--- config.mk ---
export PLATFORM = sky130hd
export DESIGN_NAME = match_timer
export DESIGN_NICKNAME = d
export VERILOG_FILES = /design/src/rtl/mt_pkg.sv /design/src/rtl/mt_prescale.sv /design/src/rtl/mt_chan.sv /design/src/rtl/mt_regif.sv /design/src/rtl/match_timer.sv
export SDC_FILE = /design/constraint.sdc
export NUM_CORES = 1
export LEC_CHECK = 0
export CAP_MARGIN = 20
export CORE_ASPECT_RATIO = 0.8
export CORE_UTILIZATION = 50
export CTS_CLUSTER_DIAMETER = 100
export DETAILED_ROUTE_END_ITERATION = 7
export PLACE_DENSITY_LB_ADDON = 0.25
export SYNTH_ARGS = -nofsm -noshare
export SYNTH_HDL_FRONTEND = slang
export SYNTH_SLANG_ARGS = --single-unit
--- constraint.sdc ---
create_clock -name clk -period 3.39 [get_ports clk]
set_input_delay 0.678 -clock clk [delete_from_list [all_inputs] [get_ports clk]]
set_output_delay 0.678 -clock clk [all_outputs]
set_load 0.05 [all_outputs]
--- src/rtl/mt_pkg.sv ---
package mt_pkg;
  localparam int CNT_W  = 32;
  localparam int HALF_W = 16;
  localparam int PRE_W  = 7;

  // control/status bit positions
  localparam int B_CMF = 15;
  localparam int B_OVF = 14;
  localparam int B_WIP = 13;
  localparam int B_CMS = 9;
  localparam int B_PRD = 8;
  localparam int B_OIE = 7;
  localparam logic [1:0] REQ_IRQ = 2'd2;

  // write strobes from the register decode to one channel
  typedef struct packed {
    logic csrWr;
    logic cntLo;
    logic cntHi;
    logic cmpLo;
    logic cmpHi;
  } chanStrb_t;

  // last prescaler state for a clock-select code
  function automatic logic [PRE_W-1:0] divLast(input logic [2:0] sel);
    case (sel)
      3'd4:    return PRE_W'(7);
      3'd5:    return PRE_W'(31);
      3'd6:    return PRE_W'(127);
      default: return PRE_W'(0);
    endcase
  endfunction
endpackage

--- src/rtl/mt_prescale.sv ---
module mt_prescale import mt_pkg::*; (
  input  logic       clk,
  input  logic       rstN,
  input  logic       refPulse,
  input  logic       run,
  input  logic [2:0] clkSel,
  output logic       tick
);
  logic [PRE_W-1:0] preCnt;
  logic [PRE_W-1:0] lastVal;
  logic             wrapNow;

  assign lastVal = divLast(clkSel);
  assign wrapNow = (preCnt >= lastVal);
  assign tick    = run & refPulse & wrapNow;

  always_ff @(posedge clk or negedge rstN) begin
    if (!rstN) begin
      preCnt <= '0;
    end else if (run && refPulse) begin
      preCnt <= wrapNow ? '0 : preCnt + 1'b1;
    end
  end
endmodule

--- src/rtl/mt_chan.sv ---
module mt_chan import mt_pkg::*; #(
  parameter int SYNC_REFS = 2
) (
  input  logic              clk,
  input  logic              rstN,
  input  logic              refPulse,
  input  logic              run,
  input  chanStrb_t         strb,
  input  logic [CNT_W-1:0]  wdata,
  output logic [HALF_W-1:0] csrRd,
  output logic [CNT_W-1:0]  cntRd,
  output logic [CNT_W-1:0]  cmpRd,
  output logic              irq
);
  localparam int AGE_W = (SYNC_REFS > 1) ? $clog2(SYNC_REFS) : 1;
  localparam logic [AGE_W-1:0] AGE_LAST = AGE_W'(SYNC_REFS - 1);

  logic             flagCm, flagOv, selCm, modePrd, outEn;
  logic [1:0]       reqType;
  logic [2:0]       clkSel;
  logic [CNT_W-1:0] cnt, cmp, pendVal, pendBase, pendNext;
  logic             pendOn;
  logic [AGE_W-1:0] pendAge;
  logic             tick, applyPend, hit, atMax, cmSet, ovSet, cntWrAny;

  mt_prescale u_pre (
    .clk      (clk),
    .rstN     (rstN),
    .refPulse (refPulse),
    .run      (run),
    .clkSel   (clkSel),
    .tick     (tick)
  );

  assign applyPend = pendOn & refPulse & (pendAge == AGE_LAST);
  assign hit       = (cnt == cmp);
  assign atMax     = &cnt;
  assign cmSet     = tick & ~applyPend & hit;
  assign ovSet     = tick & ~applyPend & ~modePrd & atMax;
  assign cntWrAny  = strb.cntLo | strb.cntHi;
  assign pendBase  = pendOn ? pendVal : cnt;

  always_comb begin
    pendNext = pendBase;
    if (strb.cntLo) pendNext[HALF_W-1:0]     = wdata[HALF_W-1:0];
    if (strb.cntHi) pendNext[CNT_W-1:HALF_W] = wdata[CNT_W-1:HALF_W];
  end

  // counter: staged write wins over a tick in the same cycle
  always_ff @(posedge clk or negedge rstN) begin
    if (!rstN) begin
      cnt <= '0;
    end else if (applyPend) begin
      cnt <= pendVal;
    end else if (tick) begin
      cnt <= (hit && modePrd) ? '0 : cnt + 1'b1;
    end
  end

  // staging of counter writes across reference pulses
  always_ff @(posedge clk or negedge rstN) begin
    if (!rstN) begin
      pendVal <= '0;
      pendOn  <= 1'b0;
      pendAge <= '0;
    end else if (cntWrAny) begin
      pendVal <= pendNext;
      pendOn  <= 1'b1;
      pendAge <= '0;
    end else if (pendOn && refPulse) begin
      if (pendAge == AGE_LAST) pendOn <= 1'b0;
      else                     pendAge <= pendAge + 1'b1;
    end
  end

  // compare register
  always_ff @(posedge clk or negedge rstN) begin
    if (!rstN) begin
      cmp <= '1;
    end else begin
      if (strb.cmpLo) cmp[HALF_W-1:0]     <= wdata[HALF_W-1:0];
      if (strb.cmpHi) cmp[CNT_W-1:HALF_W] <= wdata[CNT_W-1:HALF_W];
    end
  end

  // control/status: flags set by hardware, cleared by writing zero
  always_ff @(posedge clk or negedge rstN) begin
    if (!rstN) begin
      flagCm  <= 1'b0;
      flagOv  <= 1'b0;
      selCm   <= 1'b0;
      modePrd <= 1'b0;
      outEn   <= 1'b0;
      reqType <= 2'd0;
      clkSel  <= 3'd0;
    end else if (strb.csrWr) begin
      flagCm  <= cmSet | (flagCm & wdata[B_CMF]);
      flagOv  <= ovSet | (flagOv & wdata[B_OVF]);
      selCm   <= wdata[B_CMS];
      modePrd <= wdata[B_PRD];
      outEn   <= wdata[B_OIE];
      reqType <= wdata[5:4];
      clkSel  <= wdata[2:0];
    end else begin
      flagCm  <= flagCm | cmSet;
      flagOv  <= flagOv | ovSet;
    end
  end

  always_comb begin
    csrRd        = '0;
    csrRd[B_CMF] = flagCm;
    csrRd[B_OVF] = flagOv;
    csrRd[B_WIP] = pendOn;
    csrRd[B_CMS] = selCm;
    csrRd[B_PRD] = modePrd;
    csrRd[B_OIE] = outEn;
    csrRd[5:4]   = reqType;
    csrRd[2:0]   = clkSel;
  end

  assign cntRd = cnt;
  assign cmpRd = cmp;
  assign irq   = flagCm & (reqType == REQ_IRQ);
endmodule

--- src/rtl/mt_regif.sv ---
module mt_regif import mt_pkg::*; #(
  parameter int NUM_CH = 4,
  parameter int ADDR_W = 8
) (
  input  logic                           clk,
  input  logic                           rstN,
  input  logic                           busSel,
  input  logic                           busWr,
  input  logic                           busWide,
  input  logic [ADDR_W-1:0]              busAddr,
  input  logic [CNT_W-1:0]               busWdata,
  input  logic [NUM_CH-1:0][HALF_W-1:0]  csrRd,
  input  logic [NUM_CH-1:0][CNT_W-1:0]   cntRd,
  input  logic [NUM_CH-1:0][CNT_W-1:0]   cmpRd,
  output chanStrb_t [NUM_CH-1:0]         strb,
  output logic [CNT_W-1:0]               wdataAligned,
  output logic [NUM_CH-1:0]              runMask,
  output logic [CNT_W-1:0]               busRdata
);
  localparam int GRP_W = ADDR_W - 4;

  logic [GRP_W-1:0] grp;
  logic [3:0]       offs;
  logic             startHit, wrEn;
  logic [CNT_W-1:0] word;

  assign grp          = busAddr[ADDR_W-1:4];
  assign offs         = busAddr[3:0];
  assign startHit     = (grp == '0) && (offs == 4'h0);
  assign wrEn         = busSel & busWr;
  assign wdataAligned = busWide ? busWdata
                                : {busWdata[HALF_W-1:0], busWdata[HALF_W-1:0]};

  always_ff @(posedge clk or negedge rstN) begin
    if (!rstN)                runMask <= '0;
    else if (wrEn && startHit) runMask <= busWdata[NUM_CH-1:0];
  end

  for (genvar g = 0; g < NUM_CH; g++) begin : g_dec
    logic grpHit;
    assign grpHit = (grp == GRP_W'(g + 1));
    always_comb begin
      strb[g] = '0;
      if (wrEn && grpHit) begin
        case (offs)
          4'h0: strb[g].csrWr = 1'b1;
          4'h4: begin strb[g].cntLo = 1'b1; strb[g].cntHi = busWide; end
          4'h6: strb[g].cntHi = ~busWide;
          4'h8: begin strb[g].cmpLo = 1'b1; strb[g].cmpHi = busWide; end
          4'hA: strb[g].cmpHi = ~busWide;
          default: ;
        endcase
      end
    end
  end

  always_comb begin
    word = '0;
    if (startHit) word = CNT_W'(runMask);
    for (int ch = 0; ch < NUM_CH; ch++) begin
      if (grp == GRP_W'(ch + 1)) begin
        case (offs)
          4'h0: word = CNT_W'(csrRd[ch]);
          4'h4: word = cntRd[ch];
          4'h6: word = CNT_W'(cntRd[ch][CNT_W-1:HALF_W]);
          4'h8: word = cmpRd[ch];
          4'hA: word = CNT_W'(cmpRd[ch][CNT_W-1:HALF_W]);
          default: ;
        endcase
      end
    end
    busRdata = busWide ? word : CNT_W'(word[HALF_W-1:0]);
  end
endmodule

--- src/rtl/match_timer.sv ---
module match_timer import mt_pkg::*; #(
  parameter int NUM_CH    = 4,
  parameter int ADDR_W    = 8,
  parameter int SYNC_REFS = 2
) (
  input  logic              clk,
  input  logic              rstN,
  input  logic              refPulse,
  input  logic              busSel,
  input  logic              busWr,
  input  logic              busWide,
  input  logic [ADDR_W-1:0] busAddr,
  input  logic [31:0]       busWdata,
  output logic [31:0]       busRdata,
  output logic [NUM_CH-1:0] irq
);
  chanStrb_t [NUM_CH-1:0]         strb;
  logic [NUM_CH-1:0][HALF_W-1:0]  csrRd;
  logic [NUM_CH-1:0][CNT_W-1:0]   cntRd;
  logic [NUM_CH-1:0][CNT_W-1:0]   cmpRd;
  logic [CNT_W-1:0]               wdataAligned;
  logic [NUM_CH-1:0]              runMask;

  mt_regif #(.NUM_CH(NUM_CH), .ADDR_W(ADDR_W)) u_regif (
    .clk          (clk),
    .rstN         (rstN),
    .busSel       (busSel),
    .busWr        (busWr),
    .busWide      (busWide),
    .busAddr      (busAddr),
    .busWdata     (busWdata),
    .csrRd        (csrRd),
    .cntRd        (cntRd),
    .cmpRd        (cmpRd),
    .strb         (strb),
    .wdataAligned (wdataAligned),
    .runMask      (runMask),
    .busRdata     (busRdata)
  );

  for (genvar g = 0; g < NUM_CH; g++) begin : g_ch
    mt_chan #(.SYNC_REFS(SYNC_REFS)) u_chan (
      .clk      (clk),
      .rstN     (rstN),
      .refPulse (refPulse),
      .run      (runMask[g]),
      .strb     (strb[g]),
      .wdata    (wdataAligned),
      .csrRd    (csrRd[g]),
      .cntRd    (cntRd[g]),
      .cmpRd    (cmpRd[g]),
      .irq      (irq[g])
    );
  end
endmodule

# Word-level counts from Yosys, hierarchy flattened
# Cells that the tools add are included.
# word_totals
register_bits,464
out_inout_bits,36
# classes
addsub,12
order_cmp,4
eq_ne,36
muxes,84
bitwise_logic,74
n_reduce_logical,48
# op_table
op,n
32-bit 2-to-1 mux,22
32-bit one-hot mux with 5 select lines,4
"32-bit by 1-bit adder with 32-bit output, second input constant",4
32-bit equality test,4
16-bit 2-to-1 mux,8
32-bit AND reduction,4
7-bit one-hot mux with 3 select lines,4
1-bit bitwise AND,45
"3-bit equality test, second input constant",12
1-bit 2-to-1 mux,35
"7-bit by 1-bit adder with 7-bit output, second input constant",4
7-bit >= comparator,4
7-bit 2-to-1 mux,4
2-bit AND reduction,12
2-bit nonzero test,12
5-bit 2-to-1 mux,4
1-bit OR,20
1-bit logical AND,18
"2-bit by 1-bit != test with 1-bit output, second input constant",8
"4-bit by 3-bit equality test with 1-bit output, second input constant",3
1-bit NOT,9
"2-bit equality test, second input constant",4
"4-bit by 2-bit equality test with 1-bit output, second input constant",2
"4-bit equality test, second input constant",2
5 further kinds,10

# Logic depth before layout (Yosys ltp)
# depth
word_depth,12
mapped_depth,13
depth_no_buf,11

# Cells and area by module
# From an unflattened synthesis, not the netlist that was laid out.
# hier_totals
hier_cells,3272
area_unflattened_um2,29970.0
# modules_own_cells
mod,n_inst,cells_each,area_each_um2
mt_chan,4,579,5736.8
mt_regif,1,713,4740.8
mt_prescale at g_ch[0].u_chan.u_pre ...,3,61,570.5
mt_prescale at g_ch[1].u_chan.u_pre,1,60,570.5

# Least setup slack after synthesis
# No wires, ideal clock.
# synth_timing
path_type,input -> output
startpoint,in busAddr[0]
endpoint,out busRdata[13]
t_arrival_ns,3.430
setup_slack_ns,-0.718
cell_stages,8
path_cell_list,clkbuf_1 -> or3_1 -> clkbuf_1 -> nor2_1 -> clkbuf_1 -> clkbuf_1 -> a21oi_1 -> o21ai_0
# synth_between
elab_chain_cells,10
elab_cells_between_ends,14
classes_between,4 x eq/ne; 9 x mux; 1 x reduce/logical
# synth_lines
element,line,text
"start, declared",match_timer.sv:12,"input logic [ADDR_W-1:0] busAddr,"
4-bit equality test (tied with other cells),mt_regif.sv:62,case (offs)
32-bit one-hot mux with 5 select lines,mt_regif.sv:62,
32-bit 2-to-1 mux,mt_regif.sv:61,if (grp == GRP_W'(ch + 1)) begin
32-bit one-hot mux with 5 select lines,mt_regif.sv:62,
32-bit 2-to-1 mux,mt_regif.sv:61,
32-bit one-hot mux with 5 select lines,mt_regif.sv:62,
32-bit 2-to-1 mux,mt_regif.sv:61,
32-bit one-hot mux with 5 select lines,mt_regif.sv:62,
32-bit 2-to-1 mux *,mt_regif.sv:61,
32-bit 2-to-1 mux *,mt_regif.sv:72,busRdata = busWide ? word : CNT_W'(word[HALF_W-1:0]);
"end, declared",match_timer.sv:14,"output logic [31:0] busRdata,"
# Mark *: on every way between the ends. The rest lies on a longest branch, timed or not.

# Worst setup path after layout
# layout_timing
startpoint,in busAddr[0]
endpoint,out busRdata[8]
# Same word-level chain as after synthesis.

==> results by group <==
Die
  • Starting density of the core: about 51%
  • Placement Rows: just under 80
  • Die height: around 210 um
  • CORE AREA: 55300 um2
  • Die W: around 270 um
  • Die area: 57000 um2
  • Boundary Pins: 82

Synthesis
  • Synth area leaders: dfrtp_1 30%, dfstp_2 12%, a22oi_1 5.4%
  • Post-Syn Nets: around 3300
  • Cell taking the most area after synthesis: dfrtp_1
  • Main synth FF type: dfrtp_1
  • Post-Synth Adder-Cell Area: around 1.6%
  • Yosys warns: 0
  • Post-synth EDFFs: 0
  • Compound-Gate Fraction of Synth Area: 22.2%
  • Synth Area in Simple Gates: between 10% and 20%
  • Mux cell area share after synthesis: roughly 7.4%
  • Yosys top cell area share: between 30% and 40%
  • XOR/XNOR Fraction of Synth Area: under 10%
  • Commonest cells in the netlist: 376 x nor2_1, 336 x dfrtp_1, 309 x nand2_1, 278 x clkbuf_1, 276 x a21oi_1
  • Post-synthesis sequential area ratio: 42.0%
  • Synthesized area per cell: about 8.7 um2
  • Main combinational cell family by area after synthesis: compound AO/OA/AOI/OAI gates
  • Post-synth cell types: 71
  • Synthesis-stage register bit count: 464
  • Synthesized area: between 20000 and 30000 um2
  • Post-Syn Instances: approximately 3200
  • Most common cell in the synthesized netlist: nor2_1
  • Ys async rst share: 100%

Cells and area
  • Post-Layout Cell Count: between 4000 and 5000
  • Final Net Count: around 3400
  • Core Util, Final: about three fifths
  • # fillers: 4725
  • P&R area growth vs syn: 22.0%
  • Share of layout cells above drive strength 1: 23.1%

Clock network
  • Clock Sinks: 464
  • Max clock buf depth: 3
  • Worst skew pair latency: 0.60 ns
  • CTS tree: built
  • Inserted Clock Buffers: 50
  • Clock transition at path regs: 0.06 ns
  • H-tree levels: 2
  • CTS Root Cell: clkbuf_16

Pwr
  • Peak VDD IR: approximately 0.4 mV
  • Comb power frac: 23.0%
  • PwrDens: 524 nW/um2
  • Seq pwr share: roughly 44%
  • Net Sw Power: 6.38 mW
  • Leak Pwr: approximately 14 nW
  • Pint: approximately 12 mW
  • Clock share of power: between 30% and 40%
  • Switch share: 35.6%
  • Power Total: 17.9 mW

Detailed routing
  • Number of routed nets with antenna violations: 0
  • Drt first pass iters: 6
  • Vias: 27800
  • Initial drt markers: approximately 4200
  • Post-route DRC: 0
  • Final routed wire length divided by cell count: approximately 30 um
  • Routed WL: 123 mm
  • Vias per cell: roughly 6.7

Hold path
  • Type of the tightest min-delay check: input pin to async pin

Timing
  • Final WS setup: about 0.0024 ns
  • Final setup fails: 0
  • Tmin final: around 3.4 ns
  • Worst slew pin tran: between 0.8 and 0.9 ns
  • Max-slew violation count: 0
  • Relative slew margins: approximately two fifths
  • Clock Skews: between 0.01 and 0.015 ns
  • RSZ-0062 raised after global routing: false
  • Tcrit/Tclk final: between 90 and 100%
  • Fin. Hold Viols: 0
  • Achievable Freq: between 0.2 and 0.3 GHz

Placement
  • DP HPWL: a little under 90 mm
  • Pre-CTS setup slack: -0.589 ns
  • Gpl congestion: 1.05
  • Post-Place Cells: roughly 4000
  • Port Buffers: 81

Global routing
  • GR Overflow Total: 0
  • First-pass GRT wire length: 177 mm
  • Tot GR Track Use: a little over two fifths
  • Initial antenna violation count: 8
  • Largest net degree at the start of global routing: 77
  • Vias in the first global route: 25800

Critical path
  • Max FO, Critical Path: 8
  • Arrival time worst endpoint: around 2.7 ns
  • CP required: around 2.7 ns
  • Crit path kind: input pin to output pin
  • Setup crit end kind: output pin
  • Type of origin of the critical path: input pin

Status
  • Run status: complete, no violations

Job
  • Max-Cap Viols: 0
[sequential cells by signal (all words and copies together), names as in the netlist, 8 cells and up]
register,count
g_ch.u_chan.cmpRd,128
g_ch.u_chan.cntRd,128
g_ch.u_chan.pendVal,128
g_ch.u_chan.u_pre.preCnt,28
g_ch.u_chan.clkSel,12
g_ch.u_chan.reqType,8
[routing by layer]
layer / share of wire (%) / up-vias / routed length, um / global-route usage, %
met1: 43 / 13700 / 52300 / 63.7
met2: 40 / 1903 / 48600 / 57.3
met3: 13 / 316 / 16300 / 11.8
met5: 0.011 / - / 13 / 0
li1: - / 11900 / - / -
met4: 4.5 / 2 / 5530 / 18.6
[power groups by stage]
stage	clock network (mW)	logic [mW]	registers (mW)
3_3_place_gp	0	3.86	7.87
4_1_cts	5.93	3.99	7.80
2_1_floorplan	0	2.91	6.74
6_report	5.89	4.12	7.91
5_1_grt	6.14	4.36	7.92
3_5_place_dp	0	3.91	7.89
[worst paths after layout]
path,slack (ns),end,startpoint,cells after the start
worst max-delay path,0.002,busRdata[8],busAddr[0],12
worst min-delay path,0.09,g_ch[0].u_chan.u_pre.preCnt[3],rstN,1
worst max register to register,0.26,g_ch[3].u_chan.cntRd[26],g_ch[3].u_chan.clkSel[1],11
worst min register to register,0.48,g_ch[0].u_chan.pendVal[25],g_ch[0].u_chan.pendVal[25],2
max in group asynchronous,2.36,g_ch[2].u_chan.cmpRd[14],rstN,2
min in group clk,0.48,g_ch[0].u_chan.pendVal[25],g_ch[0].u_chan.pendVal[25],2
[kinds of logic after synthesis]
group           after synthesis
simple gates               1040
compound gates              991
flops                       464
buf+inv                     341
mux                         193
xor+xnor                    151
fa+ha+maj                    36
[placed cells by master (no fill, tap or decap), types with 39 or more instances in the layout]
master,instances
buf_4,275
a21oi_1,267
nand3_1,73
a21o_1,54
xnor2_1,133
clkbuf_16,51
mux2i_1,91
mux2_2,102
a22oi_1,199
clkdlybuf4s50_1,39
buf_12,73
nand4_1,60
nor2_1,369
dfrtp_1,336
o21ai_0,192
nand2_1,306
a31oi_1,62
dfstp_2,128
[area by class of cell]
| type | count | area [um2] | area share, % |
|---|---|---|---|
| Antenna cell | 14 | 35.0 | 0.103 |
| Clock buffer | 71 | 1440 | 4.22 |
| Clock inverter | 21 | 290 | 0.849 |
| Inverter | 22 | 82.6 | 0.242 |
| Multi-Input combinational cell | 2411 | 15400 | 45.0 |
| Sequential cell | 464 | 11800 | 34.4 |
| Tap cell | 750 | 938 | 2.75 |
| Timing Repair Buffer | 413 | 4250 | 12.4 |
[metrics by stage]
stage                     TNS, ns  hold WS, ns  area [um2]
after global placement     -16.72        0.458       31800
after floorplan           -0.0409        0.382       28200
after detailed placement   -15.83        0.468       31800
final                           0       0.0852       34200
after global routing            0        0.115       34100
after CTS                 -0.0221       0.0871       34100
[worst max-delay path, cell delays in order]
cell and delay (ns):
buf_4 0.14, or3_4 0.40, nor2_4 0.16, buf_12 0.15
buf_6 0.12, nand2_1 0.09, a31oi_2 0.25, buf_4 0.17
o21ai_0 0.09, buf_4 0.18, o21ai_4 0.10, buf_12 0.17
[repair_timing]
item	CTS	global route
gates cloned	5	0
resized for setup	84	21
buffers inserted	18	1
hold buffers	0	0
endpoints found under the setup margin	32	32
pin swaps	23	12
Power figures use the tool's default switching activity.
